===== src/rtl/eba_pkg.sv =====
package eba_pkg;
   typedef enum logic {
      ST_FREE  = 1'b0,
      ST_OWNED = 1'b1
   } eba_state_e;
endpackage


===== src/rtl/eba_rank_pick.sv =====
module eba_rank_pick #(
   parameter int NUM_REQ = 4,
   parameter int RANK_W  = $clog2(NUM_REQ)
) (
   input  logic [NUM_REQ-1:0]        req,
   input  logic [NUM_REQ*RANK_W-1:0] rank,
   output logic                      any,
   output logic [RANK_W-1:0]         win_idx
);
   localparam int IDX_W = RANK_W;

   initial begin
      if (NUM_REQ < 2) $error("eba_rank_pick: NUM_REQ must be at least 2");
      if ((1 << RANK_W) < NUM_REQ) $error("eba_rank_pick: RANK_W too narrow");
   end

   logic [RANK_W-1:0] best_rank;

   always_comb begin
      any       = 1'b0;
      win_idx   = '0;
      best_rank = '1;
      for (int i = 0; i < NUM_REQ; i++) begin
         if (req[i] && (!any || rank[i*RANK_W +: RANK_W] < best_rank)) begin
            any       = 1'b1;
            best_rank = rank[i*RANK_W +: RANK_W];
            win_idx   = IDX_W'(i);
         end
      end
   end
endmodule


===== src/rtl/eba_preempt.sv =====
module eba_preempt #(
   parameter int NUM_REQ = 4,
   parameter int RANK_W  = $clog2(NUM_REQ)
) (
   input  logic [NUM_REQ-1:0]        req,
   input  logic [NUM_REQ*RANK_W-1:0] rank,
   input  logic [RANK_W-1:0]         own_idx,
   output logic                      better_pending
);
   logic [RANK_W-1:0]  own_rank;
   logic [NUM_REQ-1:0] beats;

   always_comb begin
      own_rank = '0;
      for (int i = 0; i < NUM_REQ; i++)
         if (own_idx == RANK_W'(i)) own_rank = rank[i*RANK_W +: RANK_W];
   end

   genvar g;
   generate
      for (g = 0; g < NUM_REQ; g++) begin : g_cmp
         assign beats[g] = req[g] && (rank[g*RANK_W +: RANK_W] < own_rank);
      end
   endgenerate

   assign better_pending = |beats;
endmodule


===== src/rtl/eba_lp_ctrl.sv =====
module eba_lp_ctrl (
   input  logic clk,
   input  logic rst_n,
   input  logic lp_req,
   input  logic owned_next,
   input  logic any_req,
   input  logic owned,
   output logic lp_ack,
   output logic active
);
   always_ff @(posedge clk or negedge rst_n) begin
      if (!rst_n) lp_ack <= 1'b0;
      else        lp_ack <= lp_req && !owned_next;
   end

   assign active = any_req || owned;
endmodule


===== src/rtl/ext_bus_arbiter.sv =====
module ext_bus_arbiter #(
   parameter int NUM_REQ = 4,
   parameter int RANK_W  = $clog2(NUM_REQ)
) (
   input  logic                      clk,
   input  logic                      rst_n,
   input  logic [NUM_REQ-1:0]        req_i,
   input  logic [NUM_REQ*RANK_W-1:0] rank_i,
   input  logic                      lp_req_i,
   output logic [NUM_REQ-1:0]        gnt_o,
   output logic [NUM_REQ-1:0]        bo_o,
   output logic                      lp_ack_o,
   output logic                      active_o
);
   import eba_pkg::*;

   initial begin
      if (NUM_REQ < 2 || NUM_REQ > 16) $error("ext_bus_arbiter: NUM_REQ out of range");
      if ((1 << RANK_W) < NUM_REQ) $error("ext_bus_arbiter: RANK_W too narrow");
   end

   eba_state_e         state_q, state_d;
   logic [RANK_W-1:0]  own_q, own_d;
   logic [NUM_REQ-1:0] gnt_q, gnt_d, bo_q, bo_d;
   logic               pick_any, better;
   logic [RANK_W-1:0]  pick_idx;
   logic               owner_req;

   eba_rank_pick #(.NUM_REQ(NUM_REQ), .RANK_W(RANK_W)) u_pick (
      .req(req_i), .rank(rank_i), .any(pick_any), .win_idx(pick_idx)
   );

   eba_preempt #(.NUM_REQ(NUM_REQ), .RANK_W(RANK_W)) u_pre (
      .req(req_i), .rank(rank_i), .own_idx(own_q), .better_pending(better)
   );

   always_comb begin
      owner_req = 1'b0;
      for (int i = 0; i < NUM_REQ; i++)
         if (own_q == RANK_W'(i)) owner_req = req_i[i];
   end

   always_comb begin
      state_d = state_q;
      own_d   = own_q;
      gnt_d   = gnt_q;
      bo_d    = bo_q;
      unique case (state_q)
         ST_FREE: begin
            if (!lp_req_i && pick_any) begin
               state_d = ST_OWNED;
               own_d   = pick_idx;
               gnt_d   = NUM_REQ'(1) << pick_idx;
            end
         end
         ST_OWNED: begin
            if (!owner_req) begin
               state_d = ST_FREE;
               gnt_d   = '0;
               bo_d    = '0;
            end else if (lp_req_i || better) begin
               bo_d = gnt_q;
            end
         end
         default: state_d = ST_FREE;
      endcase
   end

   always_ff @(posedge clk or negedge rst_n) begin
      if (!rst_n) begin
         state_q <= ST_FREE;
         own_q   <= '0;
         gnt_q   <= '0;
         bo_q    <= '0;
      end else begin
         state_q <= state_d;
         own_q   <= own_d;
         gnt_q   <= gnt_d;
         bo_q    <= bo_d;
      end
   end

   eba_lp_ctrl u_lp (
      .clk(clk), .rst_n(rst_n), .lp_req(lp_req_i),
      .owned_next(state_d == ST_OWNED), .any_req(|req_i),
      .owned(state_q == ST_OWNED), .lp_ack(lp_ack_o), .active(active_o)
   );

   assign gnt_o = gnt_q;
   assign bo_o  = bo_q;

   // Checks
   p_onehot_r1: assert property (@(posedge clk) disable iff (!rst_n)
      $onehot0(gnt_o) && ((bo_o & ~gnt_o) == '0));

   p_hold_r3: assert property (@(posedge clk) disable iff (!rst_n)
      ((gnt_o & req_i) != '0) |=> (gnt_o == $past(gnt_o)));

   p_nodirect_r6: assert property (@(posedge clk) disable iff (!rst_n)
      (gnt_o != '0) |=> (gnt_o == '0) || (gnt_o == $past(gnt_o)));

   p_lp_block_r7: assert property (@(posedge clk) disable iff (!rst_n)
      (lp_req_i && gnt_o == '0) |=> (gnt_o == '0));

   p_lp_bo_r8: assert property (@(posedge clk) disable iff (!rst_n)
      (lp_req_i && ((gnt_o & req_i) != '0)) |=> (bo_o == gnt_o));

   p_ack_r9: assert property (@(posedge clk) disable iff (!rst_n)
      lp_ack_o |-> (gnt_o == '0));

   genvar gi;
   generate
      for (gi = 0; gi < NUM_REQ; gi++) begin : g_chk
         p_release_r5: assert property (@(posedge clk) disable iff (!rst_n)
            (gnt_o[gi] && !req_i[gi]) |=> (!gnt_o[gi] && !bo_o[gi]));
         p_bo_sticky_r4: assert property (@(posedge clk) disable iff (!rst_n)
            (bo_o[gi] && req_i[gi]) |=> bo_o[gi]);
      end
   endgenerate
endmodule


===== config.mk =====
export PLATFORM = sky130hd
export DESIGN_NAME = ext_bus_arbiter
export DESIGN_NICKNAME = d
export VERILOG_FILES = /design/src/rtl/eba_pkg.sv /design/src/rtl/eba_rank_pick.sv /design/src/rtl/eba_preempt.sv /design/src/rtl/eba_lp_ctrl.sv /design/src/rtl/ext_bus_arbiter.sv
export SDC_FILE = /design/constraint.sdc
export NUM_CORES = 1
export LEC_CHECK = 0
export BUFFER_PORTS_ARGS = -buffer_cell sky130_fd_sc_hd__buf_2
export CORE_MARGIN = 4
export CORE_UTILIZATION = 40
export DETAILED_ROUTE_END_ITERATION = 12
export PLACE_DENSITY = 0.7
export SKIP_LAST_GASP = 1
export SLEW_MARGIN = 20
export SYNTH_ARGS = -nofsm -noshare
export SYNTH_HDL_FRONTEND = slang
export SYNTH_SLANG_ARGS = --single-unit

===== constraint.sdc =====
create_clock -name clk -period 3.15 [get_ports clk]
set_input_delay 0.1575 -clock clk [delete_from_list [all_inputs] [get_ports clk]]
set_output_delay 0.1575 -clock clk [all_outputs]
set_load 0.01 [all_outputs]

* Word level (Yosys, flattened, before mapping) *
Index checks and enable logic that the tools add are counted.

storage, ports and cells
  output and inout port bits = 10
  input port bits = 15
  word-level logic and storage cells = 71
  bits in registers = 12

operators by class
  muxes and demuxes = 26
  reductions and logical operators = 25
  shift operators = 1
  equal/unequal tests = 6
  $lt $le $gt $ge = 7
  bitwise gates (word level) = 1

operators with widths
  operator                                                                 number
  2-bit 2-to-1 mux                                                         9
  4-bit 2-to-1 mux                                                         4
  2-bit < comparator                                                       7
  1-bit 2-to-1 mux                                                         11
  1-bit logical AND                                                        9
  4-bit one-hot mux with 2 select lines                                    1
  4-bit OR reduction                                                       2
  2-bit AND reduction                                                      3
  1-bit zero test                                                          5
  1-bit logical OR                                                         5
  2-bit equality test, second input constant                               2
  2-bit inequality test, second input constant                             2
  1-bit by 2-bit << shifter with 4-bit output, first input constant        1
  2-bit by 1-bit equality test with 1-bit output, second input constant    1
  2-bit zero test                                                          1
  2-bit by 1-bit inequality test with 1-bit output, second input constant  1
  1-bit one-hot mux with 2 select lines                                    1
  1-bit inverter                                                           1

* Longest topological paths before layout *
  depth after elaboration = 18
  gate-level depth with buffers = 9
  gate-level depth less buffers = 8

* Hierarchy *
From an unflattened synthesis, not the netlist that was laid out.

unflattened totals
  cell total of the unflattened synthesis = 103
  area, all modules = 964.7 sq um

modules (own cells, without submodules)
  module           area an instance (sq um)  sequential area each (sq um)  times used  cells each
  ext_bus_arbiter  493.0                     275.3                         1           40
  eba_preempt      221.5                     0.0                           1           29
  eba_rank_pick    212.7                     0.0                           1           31
  eba_lp_ctrl      37.5                      25.0                          1           3

* Least setup slack after synthesis *
No wires, ideal clock.

  kind = register to register
  start point = register own_q[1]
  end point = register bo_q[0], in the netlist bo_o[0]
  path slack = 0.918 ns
  buffers on the path = 1
  data arrival time = 2.111 ns
  data required time = 3.029 ns
  stages on the path, launching flop included = 10
  setup time = 0.121 ns
  period minus slack after synthesis = 2.232 ns
  cell sequence = dfrtp_1 > buf_2 > mux4_2 > inv_1 > ha_1 > nand2b_1 > o2bb2ai_1 > nor4_1 > a31oi_1 > a22o_1

between the ends
  word-level cells in the longest chain between the ends = 11
  elaborated cells on any way between the ends = 25
  those cells by class = order compare: 4; eq/ne: 4; mux: 9; reduce/logical: 8

ends and longest elaborated chain
  what                                                        line                                      RTL
  start, declared                                             ext_bus_arbiter.sv:23                     logic [RANK_W-1:0] own_q, own_d;
  start signal, assigned                                      ext_bus_arbiter.sv:77                     own_q <= own_d;
  2-bit zero test                                             eba_preempt.sv:16, ext_bus_arbiter.sv:40
  2-bit 2-to-1 mux (4 in series)                              eba_preempt.sv:16                         if (own_idx == RANK_W'(i)) own_rank = rank[i*RANK_W +: RANK_W];
  2-bit < comparator                                          eba_preempt.sv:22                         assign beats[g] = req[g] && (rank[g*RANK_W +: RANK_W] < own_rank);
  1-bit logical AND                                           eba_preempt.sv:22
  4-bit OR reduction                                          eba_preempt.sv:26                         assign better_pending = |beats;
  1-bit logical OR                                            ext_bus_arbiter.sv:61                     end else if (lp_req_i || better) begin
  2-bit by 1-bit inequality test with 1-bit output (no line)  -
  2-bit AND reduction (no line)                               -
  end signal, assigned                                        ext_bus_arbiter.sv:79                     bo_q <= bo_d;
  end, declared                                               ext_bus_arbiter.sv:24                     logic [NUM_REQ-1:0] gnt_q, gnt_d, bo_q, bo_d;

Parallel ways exist; a longest one is shown, timed or not.
A chain may end at the register's enable or synchronous reset.

* Worst setup path after layout *
  start point = register own_q[1]
  end point = register bo_q[2], in the netlist bo_o[2]

Same word-level chain as after synthesis.

==> results.md <==
- First-pass GRT wire length: 3880 um
- Post-CTS Hold Buffers: 1
- YS warnings: 0
- Clk pwr share: 0.161
- Most frequent cells in the layout: 24 x buf_2, 12 x dfrtp_1, 7 x nor2_1
- P_sw: 0.301 mW
- H-tree Lvls: 1
- Power density cells: 682 mW/mm2
- Post-synth cell types: 42
- Syn Nets: 120
- Worst EP required: 3.31 ns
- Clock sink count: 12
- Total Die Area: 0.00322 mm2
- Routed Antenna Nets: 0
- Ys async rst share: 1.00
- Area grow syn2layout: 17.7%
- Worst-path cell chain: mux4_2 > inv_1 > ha_1 > nor2_1 > o2bb2ai_1 > nor4_1 > a31oi_1 > a22o_1
- Commonest non-fill, non-tap cell in the layout: buf_2
- RePlAce Congestion: 0.892
- Reg-to-Reg Start: own_q[1]
- Starting Density: 0.425
- DRT Pass-1 Iters: 4
- Gr usage total: 0.151
- Synth Register Bits: 12
- Worst hold stages: 2
- Cell Area, Synth: 950 um2
- CTS tree: built
- Nets: 145
- Hold Path Sink: u_lp.lp_ack
- Rows: 17
- Syn avg cell area: 9.50 um2
- Die Ht: 56.7 um
- Final Setup Violations: 0
- Worst Path Class, Setup: reg -> reg
- Cts bufs inserted: 3
- Combinational group share of total power: 0.478
- Post-CTS Resized: 0
- Final HPWL DP: 1760 um
- VDD IR-drop max: 0.000295 V
- Hold crit path type: in -> reg
- Flop-to-flop setup slack: 0.71 ns
- Antenna cells: 0
- Global route overflow: 0
- Synth Instances: 100
- Clock Skews: 0.00451 ns
- Hold path start: lp_req_i
- Layout cells sized above 1: 0.282
- Number of antenna violations at the first check in global routing: 0
- Number of global-route vias before repair: 860
- Post-CTS Setup Inserts: 0
- Fmax: 0.410 GHz
- CP endpoint kind: flop
- DRT iter0 DRCs: 24
- Largest net degree at the start of global routing: 13
- Worst EP arrival: 2.60 ns
- RSZ-0062 raised after global routing: false
- Core ar.: 0.00223 mm2
- Max FO, Critical Path: 7
- Final Hold Vio Count: 0
- Clock slew at reported path FFs: 0.08 ns
- Routed len/inst: 15.0 um
- Seq/Total Area, Yosys: 0.316
- DRC violations left: 0
- Sw Ratio: 0.395
- Leak: 0.523 nW
- Max cap viols: 0
- Fill count: 225
- Slew Limit Headroom: 0.665
- Tightest Pin Transition: 0.500 ns
- Slowest-stage cell, CP: mux4_2
- Worst R2R End: bo_o[2]
- Synth Flop Type: dfrtp_1
- Final wirelength: 2280 um
- Clock latency on the worst-skew pair: 0.27 ns
- Largest stage delay, worst path: 0.53 ns
- Port buffer count: 24
- Post-synth EDFFs: 0
- Place WS: 0.704 ns
- Slew Limit Fails: 0
- Status: complete, no violations
- Clock buffer depth: 2
- Die X: 56.7 um
- Final period utilization: 0.774
- Setup TNS: 0 ns
- Vias/cell: 5.76
- CP Launch Type: flop
- Flop pwr share: 0.362
- Final WS setup: 0.711 ns
- Clk root buf: clkbuf_4
- Path depth of the worst reg2reg path: 8
- Via Count: 876
- # IOs: 25
- Internal: 0.461 mW
- Crit path time final: 2.44 ns
-- metal layers --
layer / global-route usage / wire, um
met1: 0.196 / 1030
met2: 0.246 / 1130
met3: 0.0368 / 94
met4: 0.0441 / 23
met5: 0 / 0
-- sequential cells by signal, indices dropped and copies added (netlist names) --
name,flops
own_q,2
bo_o,4
u_lp.lp_ack,1
gnt_o,4
state_q,1
-- cell type report --
type / instances / area [um2] / share of cell area
inverter: 6 / 22.5 / 0.0202
tap: 28 / 35.0 / 0.0314
timing repair buffer: 25 / 130 / 0.116
multi-input combinational: 77 / 593 / 0.531
sequential: 12 / 300 / 0.269
clock buffer: 4 / 36.3 / 0.0325
-- power by group through the flow --
stage               clock (mW)  sequential (mW)  combinational, mW
floorplan                    0            0.266              0.271
global placement             0            0.275              0.358
detailed placement           0            0.276              0.363
CTS                      0.126            0.273              0.367
global route             0.137            0.286              0.412
finish                   0.123            0.275              0.364
-- cell families after synthesis --
| group | after synthesis | synth area share |
|---|---|---|
| and+or+nand+nor | 36 | 0.217 |
| AOI/OAI and AO/OA | 32 | 0.273 |
| DFF | 12 | 0.316 |
| buffers and inverters | 11 | 0.0593 |
| adders and majority gates | 6 | 0.0764 |
| muxes | 3 | 0.0580 |
-- through the flow --
step / instance area [um2] / power, mW / cells / util / hold slack (ns)
global placement: 1070 / 0.633 / 147 / 0.480 / 0.0426
CTS: 1120 / 0.766 / 152 / 0.500 / 0.139
global route: 1120 / 0.835 / 152 / 0.500 / 0.135
detailed placement: 1070 / 0.639 / 147 / 0.480 / 0.0511
floorplan: 950 / 0.537 / 100 / - / -0.138
finish: 1120 / 0.762 / 152 / 0.500 / 0.142
-- worst max-delay path, delay by kind of cell, from the launching register on --
kind                       cells  cell delay [ns]
DFF                            1             0.49
muxes                          1             0.53
AOI/OAI and AO/OA              3             0.60
adders and majority gates      1             0.19
and+or+nand+nor                2             0.40
buffers and inverters          1             0.13
-- synth_stat cells (all sizes together) (2+ instances only) --
| library cell | number | area [um2] |
|---|---|---|
| and2 | 3 | 18.8 |
| nor2b | 2 | 12.5 |
| a22oi | 2 | 15.0 |
| ha | 5 | 62.6 |
| nor3b | 2 | 15.0 |
| a211oi | 3 | 22.5 |
| a32o | 3 | 30.0 |
| a21oi | 3 | 15.0 |
| mux4 | 2 | 45.0 |
| nor2 | 7 | 26.3 |
| o21ai | 3 | 15.0 |
| buf | 5 | 33.8 |
| dfrtp | 12 | 300 |
| nor3 | 2 | 10.0 |
| a22o | 5 | 43.8 |
| inv | 6 | 22.5 |
| nand2 | 6 | 25.0 |
| o32ai | 2 | 17.5 |
| o21a | 2 | 15.0 |
| nand2b | 8 | 60.1 |
| nor4 | 2 | 12.5 |
-- worst max-delay path by stage --
| stage | from | endpoint | slack (ns) | cells after the start |
|---|---|---|---|---|
| 3_5_place_dp | own_q[1] | bo_o[2] | 0.70 | 8 |
| 2_1_floorplan | own_q[1] | bo_o[0] | 0.92 | 9 |
| 3_3_place_gp | own_q[1] | bo_o[0] | 0.75 | 8 |
| 5_1_grt | own_q[1] | bo_o[0] | 0.47 | 8 |
| 6_report | own_q[1] | bo_o[2] | 0.71 | 8 |
| 4_1_cts | own_q[1] | bo_o[2] | 0.70 | 8 |
Note: power is estimated with default switching activity, not from simulation.
